$ cat src/rtl/te_sync_pkg.sv
package te_sync_pkg;

   typedef enum logic [1:0] {
      MODE_OFF        = 2'd0,
      MODE_RESERVED   = 2'd1,
      MODE_LINE_OR_VS = 2'd2,
      MODE_VS_ONLY    = 2'd3
   } te_mode_e;

   typedef enum logic [1:0] {
      PULSE_NONE = 2'd0,
      PULSE_HS   = 2'd1,
      PULSE_VS   = 2'd2
   } pulse_kind_e;

endpackage

$ cat src/rtl/te_sync_input.sv
module te_sync_input #(
   parameter int STAGES = 2
) (
   input  logic clk,
   input  logic rst_n,
   input  logic en,
   input  logic pin,
   output logic run_lvl,
   output logic edge_o
);

   logic [STAGES-1:0] chain;
   logic              synced;
   logic              lvl_q;

   generate
      for (genvar s = 0; s < STAGES; s++) begin : g_stage
         if (s == 0) begin : g_first
            always_ff @(posedge clk or negedge rst_n) begin
               if (!rst_n) chain[0] <= 1'b0;
               else        chain[0] <= pin;
            end
         end else begin : g_next
            always_ff @(posedge clk or negedge rst_n) begin
               if (!rst_n) chain[s] <= 1'b0;
               else        chain[s] <= chain[s-1];
            end
         end
      end
   endgenerate

   assign synced = chain[STAGES-1];

   // level of the run currently being measured
   always_ff @(posedge clk or negedge rst_n) begin
      if (!rst_n)   lvl_q <= 1'b0;
      else if (!en) lvl_q <= 1'b0;
      else          lvl_q <= synced;
   end

   assign edge_o  = en && (synced != lvl_q);
   assign run_lvl = lvl_q;

   AST_EDGE_FLIPS_LEVEL: assert property (@(posedge clk) disable iff (!rst_n)
      edge_o |=> (run_lvl == !$past(run_lvl)));

endmodule

$ cat src/rtl/te_width_meter.sv
module te_width_meter
   import te_sync_pkg::*;
#(
   parameter int WIDTH_W = 12,
   parameter int DIV_W   = 3
) (
   input  logic               clk,
   input  logic               rst_n,
   input  logic               en,
   input  logic [DIV_W-1:0]   cfg_div,
   input  logic [WIDTH_W-1:0] hs_thr,
   input  logic [WIDTH_W-1:0] vs_thr,
   input  logic               hs_inv,
   input  logic               vs_inv,
   input  logic               run_lvl,
   input  logic               edge_i,
   output logic               hs_evt,
   output logic               vs_evt
);

   localparam logic [WIDTH_W-1:0] RUN_MAX = {WIDTH_W{1'b1}};

   logic [DIV_W-1:0]   pre_cnt;
   logic               tick;
   logic [WIDTH_W-1:0] run_cnt;
   pulse_kind_e        kind;
   logic               vs_hit;
   logic               hs_hit;

   // tick prescaler: one tick every cfg_div+1 clocks
   assign tick = (pre_cnt == cfg_div);

   always_ff @(posedge clk or negedge rst_n) begin
      if (!rst_n)    pre_cnt <= '0;
      else if (!en)  pre_cnt <= '0;
      else if (tick) pre_cnt <= '0;
      else           pre_cnt <= pre_cnt + 1'b1;
   end

   // saturating run-width counter, restarted at every level change
   always_ff @(posedge clk or negedge rst_n) begin
      if (!rst_n)                        run_cnt <= '0;
      else if (!en || edge_i)            run_cnt <= '0;
      else if (tick && run_cnt != RUN_MAX) run_cnt <= run_cnt + 1'b1;
   end

   // classification of the run that just ended
   always_comb begin
      vs_hit = (run_lvl == !vs_inv) && (run_cnt >= vs_thr);
      hs_hit = (run_lvl == !hs_inv) && (run_cnt >= hs_thr);
      if (vs_hit)      kind = PULSE_VS;
      else if (hs_hit) kind = PULSE_HS;
      else             kind = PULSE_NONE;
   end

   always_ff @(posedge clk or negedge rst_n) begin
      if (!rst_n) begin
         hs_evt <= 1'b0;
         vs_evt <= 1'b0;
      end else begin
         hs_evt <= edge_i && (kind == PULSE_HS);
         vs_evt <= edge_i && (kind == PULSE_VS);
      end
   end

   AST_EVT_EXCLUSIVE: assert property (@(posedge clk) disable iff (!rst_n)
      !(hs_evt && vs_evt));
   AST_EVT_FROM_EDGE: assert property (@(posedge clk) disable iff (!rst_n)
      (hs_evt || vs_evt) |-> $past(edge_i));
   AST_RUN_SATURATES: assert property (@(posedge clk) disable iff (!rst_n)
      (en && !edge_i && run_cnt == RUN_MAX) |=> (run_cnt == RUN_MAX));

endmodule

$ cat src/rtl/te_line_matcher.sv
module te_line_matcher
   import te_sync_pkg::*;
#(
   parameter int LINE_W = 11
) (
   input  logic              clk,
   input  logic              rst_n,
   input  logic              en,
   input  logic [1:0]        mode,
   input  logic [LINE_W-1:0] cfg_line,
   input  logic              hs_evt,
   input  logic              vs_evt,
   output logic              match_q,
   output logic              vs_seen
);

   localparam logic [LINE_W-1:0] LINE_MAX = {LINE_W{1'b1}};

   te_mode_e          mode_e;
   logic [LINE_W-1:0] line_cnt;
   logic              line_hit;
   logic              fire;

   assign mode_e   = te_mode_e'(mode);
   assign line_hit = hs_evt && (line_cnt == cfg_line);

   always_comb begin
      unique case (mode_e)
         MODE_VS_ONLY:    fire = vs_evt;
         MODE_LINE_OR_VS: fire = vs_evt || line_hit;
         default:         fire = 1'b0;
      endcase
   end

   always_ff @(posedge clk or negedge rst_n) begin
      if (!rst_n) begin
         line_cnt <= '0;
         match_q  <= 1'b0;
         vs_seen  <= 1'b0;
      end else if (!en) begin
         line_cnt <= '0;
         match_q  <= 1'b0;
         vs_seen  <= 1'b0;
      end else begin
         match_q <= fire;
         if (vs_evt) begin
            line_cnt <= '0;
            vs_seen  <= 1'b1;
         end else if (hs_evt && line_cnt != LINE_MAX) begin
            line_cnt <= line_cnt + 1'b1;
         end
      end
   end

   AST_VS_CLEARS_LINE: assert property (@(posedge clk) disable iff (!rst_n)
      (en && vs_evt) |=> (line_cnt == '0));
   AST_NO_MATCH_IDLE_MODE: assert property (@(posedge clk) disable iff (!rst_n)
      match_q |-> $past(mode[1]));

endmodule

$ cat src/rtl/te_sync_detect.sv
module te_sync_detect #(
   parameter int LINE_W           = 11,
   parameter int WIDTH_W          = 12,
   parameter int DIV_W            = 3,
   parameter int SYNC_STAGES      = 2,
   parameter bit MATCH_ACTIVE_LOW = 1'b1
) (
   input  logic               clk,
   input  logic               rst_n,
   input  logic               sync_en,
   input  logic [1:0]         sync_mode,
   input  logic [DIV_W-1:0]   clk_div,
   input  logic [WIDTH_W-1:0] hs_min_ticks,
   input  logic [WIDTH_W-1:0] vs_min_ticks,
   input  logic               hs_invert,
   input  logic               vs_invert,
   input  logic [LINE_W-1:0]  target_line,
   input  logic               te_pin,
   output logic               te_match,
   output logic               vsync_seen
);

   generate
      if (SYNC_STAGES < 2) begin : g_bad_sync
         $error("te_sync_detect: SYNC_STAGES must be at least 2");
      end
      if (WIDTH_W < 4 || LINE_W < 1 || DIV_W < 1) begin : g_bad_width
         $error("te_sync_detect: WIDTH_W >= 4, LINE_W >= 1, DIV_W >= 1 required");
      end
   endgenerate

   logic run_lvl;
   logic edge_w;
   logic hs_evt;
   logic vs_evt;
   logic match_q;

   te_sync_input #(.STAGES(SYNC_STAGES)) u_input (
      .clk     (clk),
      .rst_n   (rst_n),
      .en      (sync_en),
      .pin     (te_pin),
      .run_lvl (run_lvl),
      .edge_o  (edge_w)
   );

   te_width_meter #(.WIDTH_W(WIDTH_W), .DIV_W(DIV_W)) u_meter (
      .clk     (clk),
      .rst_n   (rst_n),
      .en      (sync_en),
      .cfg_div (clk_div),
      .hs_thr  (hs_min_ticks),
      .vs_thr  (vs_min_ticks),
      .hs_inv  (hs_invert),
      .vs_inv  (vs_invert),
      .run_lvl (run_lvl),
      .edge_i  (edge_w),
      .hs_evt  (hs_evt),
      .vs_evt  (vs_evt)
   );

   te_line_matcher #(.LINE_W(LINE_W)) u_match (
      .clk      (clk),
      .rst_n    (rst_n),
      .en       (sync_en),
      .mode     (sync_mode),
      .cfg_line (target_line),
      .hs_evt   (hs_evt),
      .vs_evt   (vs_evt),
      .match_q  (match_q),
      .vs_seen  (vsync_seen)
   );

   generate
      if (MATCH_ACTIVE_LOW) begin : g_out_low
         assign te_match = !match_q;
      end else begin : g_out_high
         assign te_match = match_q;
      end
   endgenerate

   AST_BYPASS_QUIET: assert property (@(posedge clk) disable iff (!rst_n)
      !sync_en |=> (!match_q && !vsync_seen));

endmodule

$ cat config.mk
export PLATFORM = sky130hd
export DESIGN_NAME = te_sync_detect
export DESIGN_NICKNAME = d
export VERILOG_FILES = /design/src/rtl/te_sync_pkg.sv /design/src/rtl/te_sync_input.sv /design/src/rtl/te_width_meter.sv /design/src/rtl/te_line_matcher.sv /design/src/rtl/te_sync_detect.sv
export SDC_FILE = /design/constraint.sdc
export NUM_CORES = 1
export LEC_CHECK = 0
export ABC_AREA = 0
export BUFFER_PORTS_ARGS = -buffer_cell sky130_fd_sc_hd__buf_2
export CAP_MARGIN = 20
export CORE_UTILIZATION = 50
export DETAILED_ROUTE_END_ITERATION = 8
export GPL_TIMING_DRIVEN = 0
export MAX_ROUTING_LAYER = met4
export PLACE_DENSITY = 0.83
export SLEW_MARGIN = 30
export SYNTH_ARGS = -nofsm -noshare
export SYNTH_HDL_FRONTEND = slang
export SYNTH_SLANG_ARGS = --single-unit
export TNS_END_PERCENT = 20
$ cat constraint.sdc
create_clock -name clk -period 1.75 [get_ports clk]
set_input_delay 0.175 -clock clk [delete_from_list [all_inputs] [get_ports clk]]
set_output_delay 0.175 -clock clk [all_outputs]
set_load 0.01 [all_outputs]
==> run_results.csv <==
group,metric,value,unit
outcome,status,"finished, violations left",
outcome,violations,"negative setup slack",
layout,final_util,0.700,
grt,met1_usage,0.308,
placement,dpl_cell_area,2640,um^2
timing,layout_worst_path_cycle_share,1.17,
setup_path,rr_endpoint,"u_meter.hs_evt",
clocking,clk_pin_slew,70,ps
logic_synthesis,netlist_area,2320,um^2
die,initial_core_util,0.527,
layout,layout-drive-gt1-share,0.332,
placement,dpl.hpwl,3650,um
setup_path,cp.arrival,2210,ps
route,drc_errors,0,
clocking,numCtsBuffers,5,
setup_path,end_kind,"flop",
layout,synthToLayoutAreaGrowth,32.9,%
setup_path,worstReg2RegStart,"u_meter.run_cnt[11]",
die,die_area,4930,um^2
logic_synthesis,yosysSeqAreaShare,0.355,
layout,mostFrequentLayoutCell,"buf_2",
route,ant_nets,0,
die,io_pins,48,
layout,fillers,312,
route,vias_per_cell,5.50,
route,via_count,2105,
die,core-area,4410,um^2
setup_path,ff2ff_path_depth,6,
timing,worst_pin_slew,719,ps
timing,hold_viol,0,
clocking,cts.path.max_buffers,2,
die,die_y,70.2,um
grt,grt_use_met2,0.392,
layout,multi_input_area,1580,um^2
placement,port_buffers,47,
layout,nNetsFinal,403,
logic_synthesis,synth_cells,260,
timing,finalMaxSlewViolations,0,
setup_path,cp_data_required_time,1910,ps
clocking,clk_latency,290,ps
timing,clock.fmax,0.488,GHz
setup_path,worstSetupPathType,"reg2reg",
placement,place.gp.congestion,0.840,
layout,final_area,3090,um^2
clocking,cts.sink_count,33,
timing,hold_ws,123,ps
timing,rsz0062_at_grt,"true",
layout,final_cells,383,
timing,fin_skew,6.05,ps
setup_path,critPathMaxFanout,3,
clocking,cts_tree,"done",
timing,timing.final.crit_period,2050,ps
route,drtPass1Iterations,4,
grt,top_usage_layer,"met2",
setup_path,startpoint,"u_meter.run_cnt[11]",
timing,slew_headroom,0.521,
logic_synthesis,ys_ff_latch,33,
die,rows,24,
layout,area.sequential,838,um^2
layout,antenna_cells,0,
power_and_ir_drop,pwr_density_cell,583,nW/um^2
power_and_ir_drop,vdd_drop_max,0.544,mV
grt,grt_pass1_wl,9120,um
worst_hold_path,min_to,"u_match.match_q",
worst_hold_path,hold_depth,3,
timing,setup-tns-final,-1270,ps
clocking,root_buffer,"clkbuf_8",
layout,final_cell_mix,"48 x buf_2, 32 x nor2_1, 26 x inv_1",
timing,setup_ws,-300,ps
timing,setup_violations,12,
grt,antenna_found_initial,0,
worst_hold_path,min_from,"sync_mode[1]",
logic_synthesis,synth.distinct_cells,39,
grt,grt_max_degree,34,
route,routedWlPerCell,15.5,um
logic_synthesis,syn-num-nets,333,
flow_run,maxCapViolations,0,
placement,numPlacedInstances,359,
grt,grt_usage,0.241,
setup_path,reg2reg_slack,-300,ps
power_and_ir_drop,p_leak,1.49,nW
die,die_x,70.2,um
grt,global_route.usage.met3,0.0433,
setup_path,cp-start-kind,"flop",
clocking,htreeDepth,2,
route,wl,5940,um
logic_synthesis,ys_warn_count,0,
worst_hold_path,hold_path_class,"in2reg",
logic_synthesis,avgSynthCellArea,8.94,um^2
grt,grt_overflow,0,
route,drt_iter0_drc,143,
grt,first_global_vias,1998,
==> synthesized netlist by cell type <==
cell       count  area (um^2)
a2111oi_0      2         17.5
a211oi_1       2         15.0
a21o_1         1         7.51
a21oi_1       10         50.1
a31oi_1        1         6.26
a41oi_1        1         8.76
and2_1         1         6.26
and3_1         8         50.1
and4_1         2         17.5
buf_2          1         5.00
buf_6          1         11.3
clkbuf_1       3         11.3
dfrtp_1       33          826
ha_1          27          338
inv_1         27          101
mux2i_1        1         10.0
nand2_1       16         60.1
nand2_2        1         6.26
nand2b_1       3         18.8
nand3_1       15         75.1
nand4_1        5         31.3
nor2_1        32          120
nor2b_1        1         6.26
nor3_1         7         35.0
nor3b_1        1         7.51
nor4_1         6         37.5
nor4b_4        1         23.8
o2111ai_1      1         8.76
o211ai_1       1         7.51
o21a_1         1         7.51
o21ai_0        4         20.0
o21bai_1       2         15.0
o31a_1         1         8.76
o31ai_2        1         12.5
or2_2          2         12.5
or3_1          1         6.26
or4_1          1         7.51
xnor2_1       15          131
xor2_1        21          184
==> cells by family (layout without fill, tap and decap cells) <==
kind of cell | after synthesis | after routing | share of synthesized area
compound gates | 28 | 28 | 0.0797
mux | 1 | 1 | 0.00431
flops | 33 | 33 | 0.355
buf+inv | 32 | 103 | 0.0554
xor+xnor | 36 | 36 | 0.136
fa+ha+maj | 27 | 27 | 0.145
simple gates | 103 | 103 | 0.224
==> what timing repair did <==
item | CTS | global route
pin swaps | 7 | 8
setup endpoints to repair | 12 | 17
hold endpoints to repair | 34 | 0
gates resized for setup | 17 | 19
hold buffers | 2 | 0
setup buffers | 9 | 6
==> routing by layer <==
layer  part of all wire  vias up
met5                  0        -
met4              0.019        0
met3              0.036       11
met2               0.52       61
met1               0.42     1006
li1                   -     1027
==> critical path: stages, from the launching register on <==
cell and delay [ps]:
dfrtp_2 430, ha_4 230, nand4_1 160, nor2_1 70, or3_1 350, o31a_1 340
nor4_2 350
==> sequential cells by signal, summed over array words and instances (netlist names) <==
name and count:
u_meter.vs_evt 1, u_meter.run_cnt 12, u_input.chain 1, u_meter.pre_cnt 3
u_match.line_cnt 11, u_meter.hs_evt 1, u_input.run_lvl 1, u_match.match_q 1
u_input.synced 1, u_match.vs_seen 1
==> report_power, final <==
part           leakage [nW]  internal [mW]  switching, mW
Sequential            0.436          0.776         0.0143
Combinational         0.994          0.119          0.137
Clock                0.0574          0.463          0.290
Total                  1.49           1.36          0.442
==> worst max path at each step <==
stage / end / slack, ps
5_1_grt: u_meter.hs_evt / -370
4_1_cts: u_meter.hs_evt / -180
3_3_place_gp: u_meter.hs_evt / -380
6_report: u_meter.hs_evt / -300
3_5_place_dp: u_meter.hs_evt / -420
2_1_floorplan: u_meter.hs_evt / -70
==> metrics by stage <==
stage / power (mW) / worst slack [ps]
after floorplan: 0.918 / -71.2
after global placement: 1.01 / -384
after detailed placement: 1.01 / -425
after CTS: 1.78 / -182
after global routing: 1.88 / -374
final: 1.80 / -300
==> final cells by class <==
cell class / instances / share of cell area
Multi-Input combinational cell: 195 / 0.512
Timing Repair Buffer: 64 / 0.119
Clock buffer: 6 / 0.0267
Tap cell: 52 / 0.0211
Buffer: 4 / 0.00527
Inverter: 27 / 0.0328
Clock inverter: 2 / 0.0122
Sequential cell: 33 / 0.271
No activity file was read; power rests on OpenSTA's default activity.
